<file path="config.mk">
export PLATFORM = sky130hd
export DESIGN_NAME = mpwm_top
export DESIGN_NICKNAME = d
export VERILOG_FILES = /design/src/rtl/mpwm_pkg.sv /design/src/rtl/mpwm_regs.sv /design/src/rtl/mpwm_tbase.sv /design/src/rtl/mpwm_chan.sv /design/src/rtl/mpwm_top.sv
export SDC_FILE = /design/constraint.sdc
export NUM_CORES = 1
export LEC_CHECK = 0
export CELL_PAD_IN_SITES_DETAIL_PLACEMENT = 1
export CELL_PAD_IN_SITES_GLOBAL_PLACEMENT = 1
export CORE_MARGIN = 2
export CORE_UTILIZATION = 44
export CTS_CLUSTER_SIZE = 30
export DETAILED_ROUTE_END_ITERATION = 8
export PLACE_DENSITY = 0.77
export SKIP_LAST_GASP = 1
export SYNTH_ARGS = -nofsm -noshare
export SYNTH_HDL_FRONTEND = slang
export SYNTH_SLANG_ARGS = --single-unit
</file>
<file path="constraint.sdc">
create_clock -name clk -period 3.15 [get_ports clk]
set_input_delay 0.4725 -clock clk [delete_from_list [all_inputs] [get_ports clk]]
set_output_delay 0.4725 -clock clk [all_outputs]
set_load 0.01 [all_outputs]
</file>
<file path="src/rtl/mpwm_pkg.sv">
package mpwm_pkg;
   // word indices inside the register window (byte address >> 2)
   localparam int unsigned WORD_CTRL = 0;
   localparam int unsigned WORD_CNT  = 1;
   localparam int unsigned WORD_DIV  = 2;
   // bit position of the first bypass flag in the control word
   localparam int unsigned BYP_LSB   = 8;
endpackage

</file>
<file path="src/rtl/mpwm_regs.sv">
module mpwm_regs
   import mpwm_pkg::*;
#(
   parameter int unsigned NCH    = 4,
   parameter int unsigned DIV_W  = 16,
   parameter int unsigned DUTY_W = 8,
   parameter int unsigned SEL_W  = 2,
   parameter int unsigned AW     = 8,
   parameter int unsigned DW     = 32
) (
   input  logic                          clk,
   input  logic                          rst_n,
   input  logic                          wr_en,
   input  logic                          rd_en,
   input  logic [AW-1:0]                 addr,
   input  logic [DW-1:0]                 wdata,
   output logic [DW-1:0]                 rdata,
   output logic [NCH-1:0]                out_en,
   output logic [NCH-1:0]                bypass,
   output logic [NCH-1:0]                cnt_en,
   output logic [NCH-1:0][DIV_W-1:0]     div,
   output logic [NCH-1:0][DUTY_W-1:0]    duty,
   output logic [NCH-1:0][SEL_W-1:0]     sel
);
   localparam int unsigned WORD_DUTY = WORD_DIV + NCH;

   int unsigned word_idx;
   logic [DW-1:0] rd_d;
   logic unused_bits;

   assign word_idx    = 32'(addr[AW-1:2]);
   assign unused_bits = ^{addr[1:0], wdata};

   always_ff @(posedge clk or negedge rst_n) begin
      if (!rst_n) begin
         out_en <= '0;
         bypass <= '0;
         cnt_en <= '0;
         div    <= '0;
         duty   <= '0;
         sel    <= '0;
      end else if (wr_en) begin
         if (word_idx == WORD_CTRL) begin
            out_en <= wdata[NCH-1:0];
            bypass <= wdata[BYP_LSB +: NCH];
         end
         if (word_idx == WORD_CNT) cnt_en <= wdata[NCH-1:0];
         for (int n = 0; n < NCH; n++) begin
            if (word_idx == WORD_DIV + n) div[n] <= wdata[DIV_W-1:0];
            if (word_idx == WORD_DUTY + n) begin
               duty[n] <= wdata[DUTY_W-1:0];
               sel[n]  <= wdata[DUTY_W +: SEL_W];
            end
         end
      end
   end

   always_comb begin
      rd_d = '0;
      if (word_idx == WORD_CTRL) begin
         rd_d[NCH-1:0]         = out_en;
         rd_d[BYP_LSB +: NCH]  = bypass;
      end
      if (word_idx == WORD_CNT) rd_d[NCH-1:0] = cnt_en;
      for (int n = 0; n < NCH; n++) begin
         if (word_idx == WORD_DIV + n) rd_d[DIV_W-1:0] = div[n];
         if (word_idx == WORD_DUTY + n) begin
            rd_d[DUTY_W-1:0]       = duty[n];
            rd_d[DUTY_W +: SEL_W]  = sel[n];
         end
      end
   end

   always_ff @(posedge clk or negedge rst_n) begin
      if (!rst_n)      rdata <= '0;
      else if (rd_en)  rdata <= rd_d;
   end
endmodule

</file>
<file path="src/rtl/mpwm_tbase.sv">
module mpwm_tbase #(
   parameter int unsigned DIV_W = 16,
   parameter int unsigned PH_W  = 8
) (
   input  logic             clk,
   input  logic             rst_n,
   input  logic             cnt_en,
   input  logic [DIV_W-1:0] div,
   output logic [PH_W-1:0]  phase
);
   logic [DIV_W-1:0] pre_q;
   logic             run;

   assign run = cnt_en && (div != '0);

   always_ff @(posedge clk or negedge rst_n) begin
      if (!rst_n) begin
         pre_q <= '0;
         phase <= '0;
      end else if (!run) begin
         pre_q <= '0;
         phase <= '0;
      end else if (pre_q >= div - 1'b1) begin
         // >= so that a shrunken divider ticks at once instead of wrapping
         pre_q <= '0;
         phase <= phase + 1'b1;
      end else begin
         pre_q <= pre_q + 1'b1;
      end
   end
endmodule

</file>
<file path="src/rtl/mpwm_chan.sv">
module mpwm_chan #(
   parameter int unsigned NTB   = 4,
   parameter int unsigned PH_W  = 8,
   parameter int unsigned SEL_W = 2
) (
   input  logic                       clk,
   input  logic                       rst_n,
   input  logic [NTB-1:0][PH_W-1:0]   phases,
   input  logic [SEL_W-1:0]           sel,
   input  logic [PH_W-1:0]            duty,
   input  logic                       out_en,
   input  logic                       bypass,
   output logic                       pwm_q
);
   logic [PH_W-1:0] ph_sel;
   logic            pwm_d;

   generate
      if ((1 << SEL_W) == NTB) begin : g_full
         assign ph_sel = phases[sel];
      end else begin : g_guard
         assign ph_sel = (32'(sel) < NTB) ? phases[sel] : '0;
      end
   endgenerate

   always_comb begin
      if (!out_en)     pwm_d = 1'b0;
      else if (bypass) pwm_d = 1'b1;
      else             pwm_d = (ph_sel < duty);
   end

   always_ff @(posedge clk or negedge rst_n) begin
      if (!rst_n) pwm_q <= 1'b0;
      else        pwm_q <= pwm_d;
   end
endmodule

</file>
<file path="src/rtl/mpwm_top.sv">
module mpwm_top
   import mpwm_pkg::*;
#(
   parameter int unsigned NCH    = 4,
   parameter int unsigned DIV_W  = 16,
   parameter int unsigned DUTY_W = 8,
   parameter int unsigned AW     = 8,
   parameter int unsigned DW     = 32
) (
   input  logic           clk,
   input  logic           rst_n,
   input  logic           wr_en,
   input  logic           rd_en,
   input  logic [AW-1:0]  addr,
   input  logic [DW-1:0]  wdata,
   output logic [DW-1:0]  rdata,
   output logic [NCH-1:0] pwm_o
);
   localparam int unsigned SEL_W = $clog2(NCH);
   localparam int unsigned NWORD = WORD_DIV + 2 * NCH;

   generate
      if (NCH < 2 || NCH > 8) begin : g_bad_nch
         $fatal(1, "NCH must lie in 2..8");
      end
      if (DW < BYP_LSB + NCH || DW < DIV_W || DW < DUTY_W + SEL_W) begin : g_bad_dw
         $fatal(1, "DW too narrow for the register fields");
      end
      if ((NWORD * 4) > (1 << AW)) begin : g_bad_aw
         $fatal(1, "AW too small for the register window");
      end
   endgenerate

   logic [NCH-1:0]              out_en_q, bypass_q, cnt_en_q;
   logic [NCH-1:0][DIV_W-1:0]   div_q;
   logic [NCH-1:0][DUTY_W-1:0]  duty_q;
   logic [NCH-1:0][SEL_W-1:0]   sel_q;
   logic [NCH-1:0][DUTY_W-1:0]  tb_phase;

   mpwm_regs #(
      .NCH(NCH), .DIV_W(DIV_W), .DUTY_W(DUTY_W), .SEL_W(SEL_W), .AW(AW), .DW(DW)
   ) u_regs (
      .clk(clk), .rst_n(rst_n), .wr_en(wr_en), .rd_en(rd_en),
      .addr(addr), .wdata(wdata), .rdata(rdata),
      .out_en(out_en_q), .bypass(bypass_q), .cnt_en(cnt_en_q),
      .div(div_q), .duty(duty_q), .sel(sel_q)
   );

   for (genvar k = 0; k < NCH; k++) begin : g_tb
      mpwm_tbase #(.DIV_W(DIV_W), .PH_W(DUTY_W)) u_tb (
         .clk(clk), .rst_n(rst_n), .cnt_en(cnt_en_q[k]),
         .div(div_q[k]), .phase(tb_phase[k])
      );
   end

   for (genvar n = 0; n < NCH; n++) begin : g_ch
      mpwm_chan #(.NTB(NCH), .PH_W(DUTY_W), .SEL_W(SEL_W)) u_ch (
         .clk(clk), .rst_n(rst_n), .phases(tb_phase), .sel(sel_q[n]),
         .duty(duty_q[n]), .out_en(out_en_q[n]), .bypass(bypass_q[n]),
         .pwm_q(pwm_o[n])
      );
   end
endmodule

</file>
==> results.yml <==
power_and_ir_drop:
  switchingPower_mw: 3.39
  switching_share: 0.335
  leakage_nw: 8.13
  pwr-share-clk: 0.333
  peakVddDrop_mv: 0.433
  seqPwrFrac: 0.350
  p_int_mw: 6.72
  power_density_nw_per_um2: 543
  pwr-share-comb: 0.318
synthesis:
  yosysWarnings: 0
  synth_cells: 1378
  ys.flop_type: "dfrtp_1"
  async_reset_ff_frac: 1.00
  synth_top_area_cell: "dfrtp_1"
  synth_area_sq_um: 14400
  synth.area.top_cells: "dfrtp_1 40%, mux2_2 9.5%, ha_1 9.0%"
  synth_top_area_share: 0.403
  synth-seq-cells: 232
  seq_area_frac_synth: 0.403
  synth_edf_count: 0
  syn_area_per_cell_sq_um: 10.5
  ys_types: 70
floorplanning:
  start_util: 0.445
  die_h_um: 185
  die-area_sq_um: 34200
  pin_count: 80
  rows: 66
  die_w_um: 185
  coreArea_sq_um: 32400
setup_path:
  endpoint_kind: "flop"
  cpLargestDelayFamily: "simple AND/OR/NAND/NOR gates"
  start_kind: "flop"
  worst_path_largest_cell_delay_ns: 0.45
  cp.arrival_ns: 3.97
  crit_required_ns: 3.64
  path_max_fanout: 8
  critPathBufInv: 4
  crit_type: "flop to flop"
  path_cells: "inv_1 -> ha_2 -> nand2b_1 -> or3_4 -> nor3b_2 -> xnor2_1 -> ha_1 -> nand4_1 -> buf_4 -> inv_2 -> a21oi_4 -> o41a_1 -> nand2_2 -> buf_12 -> nor2_4"
  crit_path_top_delay_cell: "or3_4"
grt:
  antenna_found_initial: 2
  grt_start_max_net_pins: 92
  track_usage: 0.284
  grt_overflow_total: 0
  grt_pass1_wl_um: 74300
  grt_pass1_vias: 12900
timing:
  post-route-period-util: 1.11
  rsz0062_at_grt: "yes"
  setup_viol: 73
  fmax_mhz: 287
  slew_violations: 0
  worst_slack_ns: -0.339
  skew_ns: 0.0115
  min_period_ns: 3.49
  hold_viol_final: 0
  tightest_slew_ns: 0.784
  relSlewSlack: 0.475
clocking:
  h-tree-depth: 1
  clock_latency_ns: 0.56
  tritoncts: "done"
  ctsLongestPathBuffers: 3
  clock_sinks: 232
  clkTransAtPathRegs_ns: 0.07
  cts_root_buf: "clkbuf_16"
  cts_made_buffers: 28
outcome:
  violations: "setup timing"
  status: "complete, but fails checks"
flow_run:
  maxCapViolCount: 0
cells_and_area:
  mostFrequentLayoutCell: "dfrtp_1"
  fin_area_sq_um: 18600
  layout-drive-gt1-share: 0.341
  nFillCells: 3380
  layout_common_cells: "232 x dfrtp_1, 134 x buf_4, 122 x mux2_2"
  areaGrowthSynthToFinish_pct: 29.2
  nNetsFinal: 1707
  final_cells: 2022
detailed_routing:
  vias: 12400
  drt-total-wl_um: 51900
  drtPass1Iterations: 5
  wire_per_inst_um: 25.7
  via_per_inst: 6.11
  drt_iter0_drc: 977
  drc: 0
  drt.antenna.violating_nets: 0
min_path:
  worstHoldPathType: "flop to flop"
placement:
  place_inst: 1923
  gp_routability_congestion: 0.894
  port_buffers: 45
  placedInstanceArea_sq_um: 16100
  hpwl_um: 32700
==> cells by family (layout without fill, tap and decap cells) <==
logic type / count (synthesis) / count (layout) / synth area share
xor+xnor: 115 / 115 / 0.0699
flops: 232 / 232 / 0.403
buf+inv: 124 / 308 / 0.0393
mux: 166 / 166 / 0.156
fa+ha+maj: 104 / 104 / 0.0903
compound gates: 205 / 207 / 0.0965
simple gates: 431 / 431 / 0.144
other cells: 1 / 17 / 0.000260
==> sequential cells by signal, summed over array words and instances (netlist names) <==
register,cells
g_tb.u_tb.phase,32
u_regs.rdata,16
u_regs.cnt_en,4
g_ch.u_ch.pwm_q,4
u_regs.out_en,4
u_regs.bypass,4
u_regs.div,64
u_regs.sel,8
g_tb.u_tb.pre_q,64
u_regs.duty,32
==> cell type report <==
cell class | count | area (sq um) | area share
Sequential cell | 232 | 5810 | 0.312
Timing Repair Buffer | 206 | 1880 | 0.101
Tap cell | 442 | 553 | 0.0297
Inverter | 52 | 195 | 0.0105
Multi-Input combinational cell | 1039 | 9230 | 0.496
Clock buffer | 39 | 803 | 0.0432
Antenna cell | 1 | 2.50 | 0.000134
Clock inverter | 11 | 138 | 0.00740
==> layer usage <==
layer / up-vias / global-route usage / wire, um
li1: 5338 / - / -
met5: - / 0 / 0
met2: 481 / 0.483 / 25800
met3: 170 / 0.0570 / 3730
met1: 6367 / 0.354 / 19900
met4: 0 / 0.114 / 2380
==> what timing repair did <==
item                                   CTS  global route
setup endpoints to repair               94            96
cloned                                   4             1
hold buffers                             1             0
pin swaps                               40            86
gates resized for setup                 86           192
buffers inserted                        18            27
endpoints found under the hold margin   67             0
==> power groups by stage <==
stage | clock network [mW] | registers (mW) | logic, mW
after floorplan | 0 | 3.45 | 1.43
after global placement | 0 | 3.52 | 2.21
after detailed placement | 0 | 3.54 | 2.35
after CTS | 3.38 | 3.50 | 2.63
after global routing | 3.54 | 3.56 | 3.42
final | 3.36 | 3.54 | 3.21
==> per-stage QoR <==
step           setup WS, ns  TNS (ns)  hold slack [ns]  total power, mW  utilization
5_1_grt              -0.440    -23.68            0.506             10.5        0.575
3_5_place_dp         -0.245    -14.27            0.474             5.89        0.497
3_3_place_gp        -0.0608     -1.30            0.464             5.74        0.497
6_report             -0.339    -12.74            0.483             10.1        0.575
4_1_cts              -0.104     -1.62            0.486             9.52        0.543
2_1_floorplan       0.00410         0            0.177             4.88            -
==> worst paths after layout <==
| kind | cells after the start | start | slack (ns) | to |
|---|---|---|---|---|
| max | 15 | u_regs.div[17] | -0.34 | g_tb[1].u_tb.pre_q[8] |
| min | 1 | u_regs.rdata[10] | 0.48 | u_regs.rdata[10] |
| max reg2reg | 15 | u_regs.div[17] | -0.34 | g_tb[1].u_tb.pre_q[8] |
| min reg2reg | 1 | u_regs.rdata[10] | 0.48 | u_regs.rdata[10] |
| max in group asynchronous | 3 | rst_n | 1.79 | g_tb[1].u_tb.pre_q[0] |
| min in group asynchronous | 2 | rst_n | 0.55 | g_tb[0].u_tb.pre_q[10] |
==> synthesized netlist by cell type (4+ instances only) <==
library cell,count
a21o_1,9
a21oi_1,55
a221o_1,4
a221oi_1,5
a222oi_1,4
a22oi_1,13
a31o_2,4
a31oi_1,17
and2_1,8
and3_1,30
buf_1,8
buf_4,21
clkbuf_1,38
dfrtp_1,232
ha_1,104
inv_1,52
mux2_2,122
mux2i_1,9
mux4_2,35
nand2_1,103
nand2b_1,12
nand3_1,47
nand3b_1,5
nand4_1,21
nor2_1,130
nor2b_1,8
nor3_1,21
nor4_1,11
o21a_1,9
o21ai_0,39
o31ai_1,6
o41a_1,4
or3_1,15
or4_1,7
xnor2_1,70
xor2_1,45
No activity file was read; power rests on OpenSTA's default activity.
